File: src/rtl/wdt_pkg.sv
package wdt_pkg;
    localparam int WDT_CNT_W  = 24;
    localparam int WDT_BYTE_W = 8;
    localparam int WDT_ADDR_W = 12;

    typedef enum logic [1:0] {
        ACT_HOLD,
        ACT_LOAD,
        ACT_CLAMP,
        ACT_DEC
    } cnt_act_e;
endpackage

File: src/rtl/wdt_reload_regs.sv
module wdt_reload_regs #(
    parameter int ADDR_W    = wdt_pkg::WDT_ADDR_W,
    parameter int BYTE_W    = wdt_pkg::WDT_BYTE_W,
    parameter int NUM_BYTES = 3,
    parameter logic [ADDR_W-1:0] BASE_ADDR = 'hFF1,
    parameter logic [NUM_BYTES*BYTE_W-1:0] RESET_RELOAD = 'h400
) (
    input  logic                        clk,
    input  logic                        rst_n,
    input  logic                        wr_en,
    input  logic [ADDR_W-1:0]           addr,
    input  logic [BYTE_W-1:0]           wdata,
    output logic [NUM_BYTES*BYTE_W-1:0] reload_o
);
    localparam int VAL_W = NUM_BYTES * BYTE_W;

    logic [VAL_W-1:0]     reload_d, reload_q;
    logic [NUM_BYTES-1:0] hit;

    // Offset 0 addresses the most significant byte lane.
    for (genvar k = 0; k < NUM_BYTES; k++) begin : g_hit
        localparam logic [ADDR_W-1:0] LANE_ADDR = BASE_ADDR + ADDR_W'(k);
        assign hit[k] = wr_en && (addr == LANE_ADDR);
    end

    always_comb begin
        reload_d = reload_q;
        for (int k = 0; k < NUM_BYTES; k++) begin
            if (hit[k]) begin
                reload_d[(NUM_BYTES-1-k)*BYTE_W +: BYTE_W] = wdata;
            end
        end
    end

    always_ff @(posedge clk or negedge rst_n) begin
        if (!rst_n) reload_q <= RESET_RELOAD;
        else        reload_q <= reload_d;
    end

    assign reload_o = reload_q;
endmodule

File: src/rtl/wdt_down_counter.sv
module wdt_down_counter
    import wdt_pkg::*;
#(
    parameter int CNT_W = wdt_pkg::WDT_CNT_W,
    parameter logic [CNT_W-1:0] MIN_RELOAD   = 'd4,
    parameter logic [CNT_W-1:0] RESET_RELOAD = 'h400
) (
    input  logic             clk,
    input  logic             rst_n,
    input  logic             refresh,
    input  logic             tick_en,
    input  logic [CNT_W-1:0] reload_i,
    output logic [CNT_W-1:0] count_o,
    output logic             timeout_o,
    output logic             min_err_o
);
    typedef struct packed {
        logic [CNT_W-1:0] count;
        logic             timeout;
        logic             min_err;
    } cnt_state_t;

    cnt_state_t s_d, s_q;
    cnt_act_e   act;

    always_comb begin
        if (refresh) begin
            act = (reload_i < MIN_RELOAD) ? ACT_CLAMP : ACT_LOAD;
        end else if (tick_en && (s_q.count != '0)) begin
            act = ACT_DEC;
        end else begin
            act = ACT_HOLD;
        end
    end

    always_comb begin
        s_d         = s_q;
        s_d.timeout = 1'b0;
        unique case (act)
            ACT_LOAD:  s_d.count = reload_i;
            ACT_CLAMP: begin
                s_d.count   = MIN_RELOAD;
                s_d.min_err = 1'b1;
            end
            ACT_DEC: begin
                s_d.count   = s_q.count - CNT_W'(1);
                s_d.timeout = (s_q.count == CNT_W'(1));
            end
            default: ;
        endcase
    end

    always_ff @(posedge clk or negedge rst_n) begin
        if (!rst_n) s_q <= '{count: RESET_RELOAD, timeout: 1'b0, min_err: 1'b0};
        else        s_q <= s_d;
    end

    assign count_o   = s_q.count;
    assign timeout_o = s_q.timeout;
    assign min_err_o = s_q.min_err;
endmodule

File: src/rtl/wdt_read_port.sv
module wdt_read_port #(
    parameter int ADDR_W    = wdt_pkg::WDT_ADDR_W,
    parameter int BYTE_W    = wdt_pkg::WDT_BYTE_W,
    parameter int NUM_BYTES = 3,
    parameter logic [ADDR_W-1:0] BASE_ADDR = 'hFF1
) (
    input  logic                        clk,
    input  logic                        rst_n,
    input  logic                        rd_en,
    input  logic [ADDR_W-1:0]           addr,
    input  logic [NUM_BYTES*BYTE_W-1:0] count_i,
    output logic [BYTE_W-1:0]           rdata_o
);
    logic [BYTE_W-1:0]    rdata_d, rdata_q;
    logic [NUM_BYTES-1:0] sel;

    for (genvar k = 0; k < NUM_BYTES; k++) begin : g_sel
        localparam logic [ADDR_W-1:0] LANE_ADDR = BASE_ADDR + ADDR_W'(k);
        assign sel[k] = rd_en && (addr == LANE_ADDR);
    end

    always_comb begin
        rdata_d = '0;
        for (int k = 0; k < NUM_BYTES; k++) begin
            if (sel[k]) rdata_d = count_i[(NUM_BYTES-1-k)*BYTE_W +: BYTE_W];
        end
    end

    always_ff @(posedge clk or negedge rst_n) begin
        if (!rst_n) rdata_q <= '0;
        else        rdata_q <= rdata_d;
    end

    assign rdata_o = rdata_q;
endmodule

File: src/rtl/wdt_reload_counter.sv
module wdt_reload_counter #(
    parameter int ADDR_W    = wdt_pkg::WDT_ADDR_W,
    parameter int BYTE_W    = wdt_pkg::WDT_BYTE_W,
    parameter int CNT_W     = wdt_pkg::WDT_CNT_W,
    parameter logic [ADDR_W-1:0] BASE_ADDR    = 'hFF1,
    parameter logic [CNT_W-1:0]  MIN_RELOAD   = 'd4,
    parameter logic [CNT_W-1:0]  RESET_RELOAD = 'h400
) (
    input  logic              clk,
    input  logic              rst_n,
    input  logic              tick_en,
    input  logic              refresh,
    input  logic [ADDR_W-1:0] reg_addr,
    input  logic              reg_wr,
    input  logic              reg_rd,
    input  logic [BYTE_W-1:0] reg_wdata,
    output logic [BYTE_W-1:0] reg_rdata,
    output logic              timeout,
    output logic              min_err
);
    localparam int NUM_BYTES = CNT_W / BYTE_W;

    logic [CNT_W-1:0] reload_w;
    logic [CNT_W-1:0] count_w;

    wdt_reload_regs #(
        .ADDR_W(ADDR_W), .BYTE_W(BYTE_W), .NUM_BYTES(NUM_BYTES),
        .BASE_ADDR(BASE_ADDR), .RESET_RELOAD(RESET_RELOAD)
    ) regs_i (
        .clk(clk), .rst_n(rst_n), .wr_en(reg_wr), .addr(reg_addr),
        .wdata(reg_wdata), .reload_o(reload_w)
    );

    wdt_down_counter #(
        .CNT_W(CNT_W), .MIN_RELOAD(MIN_RELOAD), .RESET_RELOAD(RESET_RELOAD)
    ) cnt_i (
        .clk(clk), .rst_n(rst_n), .refresh(refresh), .tick_en(tick_en),
        .reload_i(reload_w), .count_o(count_w), .timeout_o(timeout),
        .min_err_o(min_err)
    );

    wdt_read_port #(
        .ADDR_W(ADDR_W), .BYTE_W(BYTE_W), .NUM_BYTES(NUM_BYTES),
        .BASE_ADDR(BASE_ADDR)
    ) rd_i (
        .clk(clk), .rst_n(rst_n), .rd_en(reg_rd), .addr(reg_addr),
        .count_i(count_w), .rdata_o(reg_rdata)
    );
endmodule

File: config.mk
export PLATFORM = sky130hd
export DESIGN_NAME = wdt_reload_counter
export DESIGN_NICKNAME = d
export VERILOG_FILES = /design/src/rtl/wdt_pkg.sv /design/src/rtl/wdt_reload_regs.sv /design/src/rtl/wdt_down_counter.sv /design/src/rtl/wdt_read_port.sv /design/src/rtl/wdt_reload_counter.sv
export SDC_FILE = /design/constraint.sdc
export NUM_CORES = 1
export LEC_CHECK = 0
export ABC_AREA = 0
export BUFFER_PORTS_ARGS = -buffer_cell sky130_fd_sc_hd__buf_4
export CAP_MARGIN = 30
export CORE_ASPECT_RATIO = 1.5
export CORE_MARGIN = 3
export CORE_UTILIZATION = 26
export CTS_CLUSTER_DIAMETER = 40
export CTS_CLUSTER_SIZE = 24
export DETAILED_ROUTE_END_ITERATION = 10
export GPL_TIMING_DRIVEN = 0
export SLEW_MARGIN = 0
export SYNTH_ARGS = -nofsm -noshare
export SYNTH_HDL_FRONTEND = slang
export SYNTH_HIERARCHICAL = 1
export SYNTH_SLANG_ARGS = --single-unit
File: constraint.sdc
create_clock -name clk -period 2.86 [get_ports clk]
set_input_delay 0.858 -clock clk [delete_from_list [all_inputs] [get_ports clk]]
set_output_delay 0.858 -clock clk [all_outputs]
set_load 0.01 [all_outputs]
==> summary.md <==
| Metric | Value |
|---|---|
| Sum of buffers and inverters on the critical path | 2 |
| CTS buffer count | 9 |
| Top_reg_cell synth | dfrtp_1 |
| Top Family by Delay on Critical Path | buffers and inverters |
| Power per cell area | 534 nW/µm² |
| First-pass GRT wire length | 16.5 mm |
| Placed Instances | 499 |
| N_diodes | 0 |
| Period utilization | 0.921 |
| Yosys top cell area share | 0.423 |
| Leakage | 1.74 nW |
| Cell taking the most area after synthesis | dfrtp_1 |
| P_int | 0.00155 W |
| Max_cap viols | 0 |
| Most common cell after layout, fill and taps aside | dfrtp_1 |
| Total Nets Final | 385 |
| Area delta synth->final | 21.0% |
| Starting DRT DRC Count | 313 |
| Reg2Reg Depth | 7 |
| Die Y | 144 µm |
| EDFF count, synth | 0 |
| Levels on crit path | 7 |
| Layout Cells excl Fill | 514 |
| Clock skew | 0.00749 ns |
| Number of global-route vias before repair | 2911 |
| CTS tree | done |
| Run status | finished, final reports clean |
| Resized Gates After CTS | 0 |
| Unique masters post-synth | 61 |
| Post-synthesis register bit count | 58 |
| RSZ-0062 raised after global routing | no |
| R2r setup slk | 0.23 ns |
| Skew-Pair Late Insertion Delay | 0.33 ns |
| Yosys warns | 6 |
| Leading post-synthesis cells by cell area | dfrtp_1, mux2_2, mux2_4 |
| Layout cell share with drive strength beyond 1 | 0.260 |
| CTS Hold Bufs | 0 |
| Crit-path max FO | 10 |
| CTS sink count | 58 |
| Worst slew pin tran | 0.873 ns |
| Post-Syn Nets | 340 |
| Reg clk slew, reported paths | 0.05 ns |
| Gr ovfl total | 0 |
| Comb power frac | 0.148 |
| Net switching power | 0.000592 W |
| Sw frac | 0.277 |
| Final wirelength | 10.4 mm |
| Most frequent cells in the layout | dfrtp_1, buf_4, nor2_1 |
| Die Width | 98.2 µm |
| Largest net degree at the start of global routing | 59 |
| FMAX | 380 MHz |
| Final Slew Violations | 0 |
| CP max stage cell | dfrtp_1 |
| Count of input and output buffers | 34 |
| Worst EP required | 3.06 ns |
| Minimum clock period | 2.63 ns |
| Via-per-instance ratio | 5.61 |
| WP data arrival | 2.84 ns |
| Slew Limit Headroom | 0.417 |
| HP Class | reg2reg |
| Sequential power share | 0.419 |
| Final Hold Viols | 0 |
| Post-CTS Setup Repair Bufs | 0 |
| Initial Utilization | 0.271 |
| Placer Congestion | 0.972 |
| Die area | 14200 µm² |
| GRT Overall Usage | 0.151 |
| Routed length per instance | 20.3 µm |
| Critical path endpoint category | flop |
| Synthesized instance count | 312 |
| Core Rows | 49 |
| Maximum clock insertion buffer count | 2 |
| Root buffer cell | clkbuf_16 |
| # setup viols final | 0 |
| DRC viols | 0 |
| Critical-path cell list | inv_1, ha_1, nor4b_1, and4_1, clkbuf_1, a211oi_1, a221o_1 |
| Largest stage delay, worst path | 0.50 ns |
| Hold path cells | 1 |
| Setup TNS | 0 ns |
| First-pass detailed-route iteration total | 5 |
| Maximum vdd drop | 0.000335 V |
| Initial antenna violation count | 0 |
| Synth Cell Area | 3310 µm² |
| Register area share after synthesis | 0.439 |
| Async SR Flop Fraction | 1.00 |
| Vias | 2884 |
| Worst setup SP type | flop |
| Htree depth | 3 |
| Setup CP Type | reg2reg |
| DP Wirelength | 7.85 mm |
| Core Area | 12200 µm² |
| Avg Inst Size Synth | 10.6 µm² |
| ANT nets after route | 0 |
| Clock power frac | 0.432 |
| Num ports | 36 |
## area by class of cell
type                       count  area, µm²
clock inverter                 1       5.00
fill                        1242       8190
timing repair buffer          34        255
sequential                    58       1450
tap                          153        191
inverter                       5       18.8
buffer                        20       95.1
multi-input combinational    229       1740
clock buffer                  14        244
## per-layer routing
metal	share of wire	vias up	routed length, µm	track usage
met5	0	-	0	0
met4	0.039	0	408	0.0885
met3	0.042	24	441	0.0212
met2	0.55	117	5710	0.278
met1	0.37	1421	3870	0.166
li1	-	1322	-	-
## cells by family after synthesis
logic type,share of synthesized area
AND/OR/NAND/NOR,0.240
AO/OA/AOI/OAI,0.161
flip-flops,0.439
multiplexers,0.118
buffers and inverters,0.0344
adder cells (fa/ha/maj),0.00755
## flip-flops by register name, indices dropped and copies added, names as in the netlist
name and flops:
cnt_i/count_o 24, regs_i/reload_o 24, cnt_i/timeout_o 1, cnt_i/min_err_o 1
rd_i/rdata_o 8
## final timing paths
kind | end | from
hold / removal | cnt_i/min_err_o | cnt_i/min_err_o
setup / recovery | cnt_i/count_o[11] | cnt_i/count_o[0]
hold reg to reg | cnt_i/min_err_o | cnt_i/min_err_o
setup reg to reg | cnt_i/count_o[11] | cnt_i/count_o[0]
max in group asynchronous | cnt_i/count_o[20] | rst_n
min in group asynchronous | cnt_i/count_o[0] | rst_n
## power groups by stage
stage | sequential, W | combinational, W | clock (W)
final | 0.000897 | 0.000317 | 0.000924
after global routing | 0.000899 | 0.000345 | 0.000983
after CTS | 0.000895 | 0.000314 | 0.000940
after detailed placement | 0.000908 | 0.000312 | 0
after global placement | 0.000908 | 0.000309 | 0
after floorplan | 0.000888 | 0.000199 | 0
## stage by stage
stage / power (W) / area, µm² / util / setup WS, ns / hold slack [ns]
3_5_place_dp: 0.00122 / 3760 / 0.308 / 0.302 / 0.467
2_1_floorplan: 0.00109 / 3310 / - / 0.694 / 0.466
3_3_place_gp: 0.00122 / 3760 / 0.308 / 0.337 / 0.480
5_1_grt: 0.00223 / 4010 / 0.328 / 0.0506 / 0.502
6_report: 0.00214 / 4010 / 0.328 / 0.225 / 0.475
4_1_cts: 0.00215 / 4010 / 0.328 / 0.264 / 0.482
## Yosys cell counts, types with 5 or more instances
cell type  count
or4_1          5
nand4_1       10
inv_1          5
a21oi_1        5
o41ai_1        7
o211ai_1       5
mux2_4         8
nor2_1        27
nor4_1        10
a31oi_1       11
dfrtp_1       56
clkbuf_1      13
nand3_1        7
o21ai_0        6
mux2_2        21
nand2_1       13
and4_1         5
nor3_1         9
a22oi_1        8
Note: power is estimated with default switching activity, not from simulation.
